--- config.mk ---
export PLATFORM = sky130hd
export DESIGN_NAME = gpio_port
export DESIGN_NICKNAME = d
export VERILOG_FILES = /design/src/rtl/gpio_pkg.sv /design/src/rtl/gpio_sync.sv /design/src/rtl/gpio_detect.sv /design/src/rtl/gpio_regs.sv /design/src/rtl/gpio_port.sv
export SDC_FILE = /design/constraint.sdc
export NUM_CORES = 1
export LEC_CHECK = 0
export ABC_AREA = 1
export BUFFER_PORTS_ARGS = -buffer_cell sky130_fd_sc_hd__clkbuf_2
export CORE_ASPECT_RATIO = 1.2
export CORE_MARGIN = 2
export CORE_UTILIZATION = 55
export DETAILED_ROUTE_END_ITERATION = 6
export GPL_ROUTABILITY_DRIVEN = 1
export PLACE_DENSITY = 0.82
export SLEW_MARGIN = 20
export SYNTH_ARGS = -nofsm -noshare
export SYNTH_HDL_FRONTEND = slang
export SYNTH_HIERARCHICAL = 1
export SYNTH_SLANG_ARGS = --single-unit
--- constraint.sdc ---
create_clock -name clk -period 1.3 [get_ports clk]
set_input_delay 0.13 -clock clk [delete_from_list [all_inputs] [get_ports clk]]
set_output_delay 0.13 -clock clk [all_outputs]
set_load 0.02 [all_outputs]
--- src/rtl/gpio_pkg.sv ---
`timescale 1ns/1ps
package gpio_pkg;
    localparam int NLINES = 12;
    localparam int NDED   = 4;
    localparam int NSH    = NLINES - NDED;
    localparam int AW     = 3;

    typedef enum logic [AW-1:0] {
        REG_DIR   = 3'd0,
        REG_DATA  = 3'd1,
        REG_MODE  = 3'd2,
        REG_POL   = 3'd3,
        REG_DEDEN = 3'd4,
        REG_SHEN  = 3'd5,
        REG_FLAG  = 3'd6
    } reg_sel_e;

    typedef struct packed {
        logic [NLINES-1:0] dir;
        logic [NLINES-1:0] data;
        logic [NLINES-1:0] mode;   // 1 = level, 0 = edge
        logic [NLINES-1:0] pol;    // 1 = high/rising, 0 = low/falling
        logic [NDED-1:0]   ded_en;
        logic [NSH-1:0]    sh_en;
    } cfg_t;

    function automatic logic line_event(input logic lvl_mode, input logic pol,
                                        input logic cur, input logic prev);
        if (lvl_mode) return (cur == pol);
        if (pol)      return cur & ~prev;
        return ~cur & prev;
    endfunction
endpackage

--- src/rtl/gpio_sync.sv ---
`timescale 1ns/1ps
module gpio_sync #(
    parameter int W      = 12,
    parameter int STAGES = 2
) (
    input  logic         clk,
    input  logic         rst,
    input  logic [W-1:0] din,
    output logic [W-1:0] dout
);
    logic [W-1:0] chain [STAGES];

    always_ff @(posedge clk) begin
        if (rst) chain[0] <= '0;
        else     chain[0] <= din;
    end

    for (genvar k = 1; k < STAGES; k++) begin : g_stage
        always_ff @(posedge clk) begin
            if (rst) chain[k] <= '0;
            else     chain[k] <= chain[k-1];
        end
    end

    assign dout = chain[STAGES-1];
endmodule

--- src/rtl/gpio_detect.sv ---
`timescale 1ns/1ps
module gpio_detect
    import gpio_pkg::*;
(
    input  logic              clk,
    input  logic              rst,
    input  cfg_t              cfg,
    input  logic [NLINES-1:0] pin_sync,
    output logic [NLINES-1:0] line_val,
    output logic [NLINES-1:0] evt
);
    logic [NLINES-1:0] prev_q;

    // an output line is observed through the value it drives
    assign line_val = (cfg.dir & cfg.data) | (~cfg.dir & pin_sync);

    always_ff @(posedge clk) begin
        if (rst) prev_q <= '0;
        else     prev_q <= line_val;
    end

    for (genvar i = 0; i < NLINES; i++) begin : g_line
        assign evt[i] = line_event(cfg.mode[i], cfg.pol[i], line_val[i], prev_q[i]);

        // an edge-mode event only occurs where the line changed
        a_r4_edge_needs_change: assert property (@(posedge clk) disable iff (rst)
            (!cfg.mode[i] && evt[i]) |-> (line_val[i] != $past(line_val[i])));
    end
endmodule

--- src/rtl/gpio_regs.sv ---
`timescale 1ns/1ps
module gpio_regs
    import gpio_pkg::*;
(
    input  logic              clk,
    input  logic              rst,
    input  logic              bus_wr,
    input  logic              bus_rd,
    input  logic [AW-1:0]     bus_addr,
    input  logic [NLINES-1:0] bus_wdata,
    output logic [NLINES-1:0] bus_rdata,
    input  logic [NLINES-1:0] line_val,
    input  logic [NLINES-1:0] evt,
    output cfg_t              cfg,
    output logic [NDED-1:0]   irq_ded,
    output logic              irq_shared
);
    cfg_t              cfg_q;
    logic [NSH-1:0]    flag_q;
    logic [NDED-1:0]   ded_q;
    logic [NLINES-1:0] rdata_q;
    logic [NLINES-1:0] rd_mux;
    logic [NSH-1:0]    sh_hit;
    logic              flag_rd;
    reg_sel_e          sel;

    assign sel     = reg_sel_e'(bus_addr);
    assign flag_rd = bus_rd && (sel == REG_FLAG);
    assign sh_hit  = evt[NLINES-1:NDED] & cfg_q.sh_en;

    always_comb begin
        rd_mux = '0;
        case (sel)
            REG_DIR:   rd_mux = cfg_q.dir;
            REG_DATA:  rd_mux = line_val;
            REG_MODE:  rd_mux = cfg_q.mode;
            REG_POL:   rd_mux = cfg_q.pol;
            REG_DEDEN: rd_mux[NDED-1:0] = cfg_q.ded_en;
            REG_SHEN:  rd_mux[NSH-1:0]  = cfg_q.sh_en;
            REG_FLAG:  rd_mux[NSH-1:0]  = flag_q;
            default:   rd_mux = '0;
        endcase
    end

    always_ff @(posedge clk) begin
        if (rst) begin
            cfg_q <= '0;
        end else if (bus_wr) begin
            case (sel)
                REG_DIR:   cfg_q.dir    <= bus_wdata;
                REG_DATA:  cfg_q.data   <= bus_wdata;
                REG_MODE:  cfg_q.mode   <= bus_wdata;
                REG_POL:   cfg_q.pol    <= bus_wdata;
                REG_DEDEN: cfg_q.ded_en <= bus_wdata[NDED-1:0];
                REG_SHEN:  cfg_q.sh_en  <= bus_wdata[NSH-1:0];
                default:   ;
            endcase
        end
    end

    always_ff @(posedge clk) begin
        if (rst) begin
            flag_q  <= '0;
            ded_q   <= '0;
            rdata_q <= '0;
        end else begin
            // a new event wins over the clear of the same cycle
            flag_q  <= (flag_rd ? '0 : flag_q) | sh_hit;
            ded_q   <= evt[NDED-1:0] & cfg_q.ded_en;
            rdata_q <= bus_rd ? rd_mux : '0;
        end
    end

    assign cfg        = cfg_q;
    assign irq_ded    = ded_q;
    assign irq_shared = |flag_q;
    assign bus_rdata  = rdata_q;

    a_r1_dir_write_lands: assert property (@(posedge clk) disable iff (rst)
        (bus_wr && sel == REG_DIR) |=> (cfg_q.dir == $past(bus_wdata)));

    a_r6_ded_needs_enabled_event: assert property (@(posedge clk) disable iff (rst)
        (ded_q & ~$past(evt[NDED-1:0] & cfg_q.ded_en)) == '0);

    a_r7_shared_rise_has_cause: assert property (@(posedge clk) disable iff (rst)
        $rose(irq_shared) |-> $past(|sh_hit));

    a_r8_read_empties_flags: assert property (@(posedge clk) disable iff (rst)
        (flag_rd && sh_hit == '0) |=> (flag_q == '0));
endmodule

--- src/rtl/gpio_port.sv ---
`timescale 1ns/1ps
module gpio_port
    import gpio_pkg::*;
(
    input  logic              clk,
    input  logic              rst,
    input  logic              bus_wr,
    input  logic              bus_rd,
    input  logic [AW-1:0]     bus_addr,
    input  logic [NLINES-1:0] bus_wdata,
    output logic [NLINES-1:0] bus_rdata,
    input  logic [NLINES-1:0] pad_in,
    input  logic [NLINES-1:0] pad_drv,
    output logic [NLINES-1:0] pad_out,
    output logic [NLINES-1:0] pad_oe,
    output logic [NLINES-1:0] alt_tap,
    output logic [NDED-1:0]   irq_ded,
    output logic              irq_shared
);
    cfg_t              cfg;
    logic [NLINES-1:0] pin_raw;
    logic [NLINES-1:0] pin_sync;
    logic [NLINES-1:0] line_val;
    logic [NLINES-1:0] evt;

    // undriven pads are pulled low
    assign pin_raw = pad_in & pad_drv;

    gpio_sync #(.W(NLINES), .STAGES(2)) u_sync (
        .clk(clk), .rst(rst), .din(pin_raw), .dout(pin_sync)
    );

    gpio_detect u_detect (
        .clk(clk), .rst(rst), .cfg(cfg), .pin_sync(pin_sync),
        .line_val(line_val), .evt(evt)
    );

    gpio_regs u_regs (
        .clk(clk), .rst(rst), .bus_wr(bus_wr), .bus_rd(bus_rd),
        .bus_addr(bus_addr), .bus_wdata(bus_wdata), .bus_rdata(bus_rdata),
        .line_val(line_val), .evt(evt), .cfg(cfg),
        .irq_ded(irq_ded), .irq_shared(irq_shared)
    );

    assign pad_out = cfg.data;
    assign pad_oe  = cfg.dir;
    assign alt_tap = pin_sync;
endmodule

==> flow_summary_export.csv <==
group,metric,value,unit
floorplanning,ios,96,
routing,antenna_left,0,
logic_synthesis,postSynthAreaPerCell,6.76,um2
sta,worst_pin_slew,0.554,ns
finish,mostFrequentLayoutCells,"nand2_1, inv_1, dfxtp_1, nor2_1, clkbuf_2",
floorplanning,dieArea,10700,um2
finish,fin_cells,1077,
finish,seqCellArea,2410,um2
power,vdd_drop_max,1060,uV
floorplanning,dieHeight,113,um
placed_design,placed_cells,1017,
sta,rsz0062_at_grt,"true",
routing,dr.pass1.iters,7,
logic_synthesis,synth_cell_types,21,
worst_setup_path,cp_max_fo,2,
routing,wirelength,14.8,mm
sta,fmax,729,MHz
job,cap_viol_max_count,0,
power,p_leak,0.00324,uW
floorplanning,core_area,9560,um2
clock_network,numCtsBuffers,17,
logic_synthesis,synth.yosys.seq_area_share,0.441,
logic_synthesis,syn_nets,849,
finish,antennaDiodeCount,0,
sta,period_needed,1.37,ns
worst_hold_path,hp-class,"primary input to flip-flop",
worst_setup_path,cp_cell_sequence,"nor4_2, nand2_1, clkbuf_8",
clock_network,root_buffer,"clkbuf_16",
floorplanning,start_util,0.570,
sta,layout_setup_ws,-0.0714,ns
sta,slew_viol_final,0,
clock_network,clkTransAtPathRegs,0.05,ns
worst_setup_path,crit_required,1.17,ns
clock_network,clk_latency,0.41,ns
sta,finalSetupViolCount,1,
finish,final_core_util,0.743,
finish,multi_input_area,2330,um2
worst_setup_path,worst_setup_path_end_kind,"output pin",
routing,drc,1,
finish,final.fill_count,743,
finish,mostFrequentLayoutCell,"nand2_1",
finish,fin_area,7100,um2
grt,grt_max_degree,49,
sta,fin_crit_sh,1.05,
worst_setup_path,start_kind,"flip-flop",
run_status,violations,"DRC, setup timing",
clock_network,htreeDepth,4,
grt,grt.total_usage,0.287,
logic_synthesis,synth-seq-cells,120,
clock_network,clock-sinks,120,
finish,syn2layout_area_growth,30.3,%
worst_setup_path,path_class,"flip-flop to output pin",
clock_network,cts_tree,"done",
routing,drt_iter0_drc,477,
sta,hold_violations,0,
placed_design,gp_congestion,0.915,
power,power_density,1420,nW/um2
placed_design,dpl.hpwl,9.66,mm
grt,antenna_found_initial,0,
floorplanning,die_width,94.9,um
sta,slew_headroom,0.630,
clock_network,cts_max_path_buffers,2,
grt,grt_first_pass_wirelength,24.0,mm
logic_synthesis,synth.cell_area,5450,um2
worst_setup_path,crit_slowest_cell,"dfxtp_2",
worst_setup_path,critPathArrivalTime,1.24,ns
sta,finalClockSkew,0.00467,ns
routing,routedWlPerCell,13.7,um
routing,post_drt_via_cell_ratio,5.14,
finish,drive_above_1_share,0.222,
logic_synthesis,syn_inst,806,
worst_setup_path,critPathMaxStageDelay,0.33,ns
floorplanning,num_rows,39,
run_status,status,"complete, but fails checks",
routing,route.vias.total,5536,
finish,nets,984,
logic_synthesis,yosysWarningCount,6,
grt,grt_pass1_vias,5276,
grt,overflow,0,
placed_design,io_buffers,95,
placed_design,dpl_cell_area,6130,um2
[layout make-up]
cell class,instances,share of cell area
well taps,123,0.0217
multi-input cells,509,0.328
repair buffers,149,0.141
clock inverters,13,0.0317
inverters,144,0.0761
flip-flops and latches,120,0.339
clock buffers,19,0.0624
[logic make-up after synthesis]
| logic type | synth area share |
|---|---|
| and+or+nand+nor | 0.298 |
| buffers and inverters | 0.134 |
| AOI/OAI and AO/OA | 0.128 |
| DFF | 0.441 |
[worst max-delay path: cells and delay by family (launching register included)]
family,cells,cell delay [ns]
simple gates,2,0.35
flops,1,0.33
buf+inv,1,0.16
[registers in the layout, summed over array words and instances (netlist names)]
name / flops
u_regs/bus_rdata: 12
u_regs/cfg: 60
u_regs/irq_ded: 4
u_regs/flag_q: 8
u_detect/prev_q: 12
u_sync/chain: 24
[report_power, final]
part / total (uW) / internal (uW) / leakage, uW / switching (uW)
clock: 5280 / 3630 / 0.000315 / 1650
sequential: 3890 / 3790 / 0.000977 / 97.9
combinational: 893 / 347 / 0.00195 / 546
total: 10100 / 7770 / 0.00324 / 2300
[cell usage after synthesis]
master / instances / share of area
a21oi_1: 53 / 0.049
buf_2: 13 / 0.012
buf_4: 9 / 0.012
buf_6: 2 / 0.0041
clkbuf_1: 9 / 0.0062
dfxtp_1: 120 / 0.44
inv_1: 127 / 0.087
inv_2: 17 / 0.012
nand2_1: 181 / 0.12
nand2_2: 25 / 0.029
nand3_1: 22 / 0.020
nand3_2: 3 / 0.0055
nand4_1: 24 / 0.028
nand4_2: 1 / 0.0023
nor2_1: 113 / 0.078
nor2_2: 2 / 0.0023
nor2_4: 3 / 0.0062
nor4_1: 2 / 0.0023
o21ai_0: 39 / 0.036
o21ai_1: 29 / 0.027
o21bai_1: 12 / 0.017
[routing by layer]
layer  track usage  share of wire  routed length [um]
met5             0              0                   0
met3        0.0539          0.068                1010
met2         0.486           0.49                7270
met1         0.356           0.42                6200
met4         0.119          0.022                 327
[path summary, 6_finish.rpt]
| kind | from | end | slack [ns] | cells after the start |
|---|---|---|---|---|
| max | u_regs/flag_q[5] | irq_shared | -0.07 | 3 |
| min | bus_wdata[10] | u_regs/cfg[46] | 0.01 | 3 |
| max reg2reg | u_regs/cfg[54] | u_regs/flag_q[2] | 0.18 | 8 |
| min reg2reg | u_sync/chain[0][1] | u_sync/chain[1][1] | 0.40 | 2 |
[metrics by stage]
stage	hold WS [ns]	setup WS, ns	setup TNS, ns	total power (uW)
4_1_cts	0.00169	-0.0910	-0.0910	10100
3_3_place_gp	0.390	0.0436	0	4750
5_1_grt	0.0439	-0.104	-0.104	10400
3_5_place_dp	0.395	-0.000809	-0.000809	4770
2_1_floorplan	0.199	0.245	0	4460
6_report	0.0143	-0.0714	-0.0714	10100
[timing repair]
item,CTS,global route
hold buffers,25,0
endpoints found under the hold margin,13,0
buffers inserted,2,1
pin swaps,3,2
setup endpoints to repair,1,1
gates resized for setup,7,1
(Power assumes the default switching activity.)
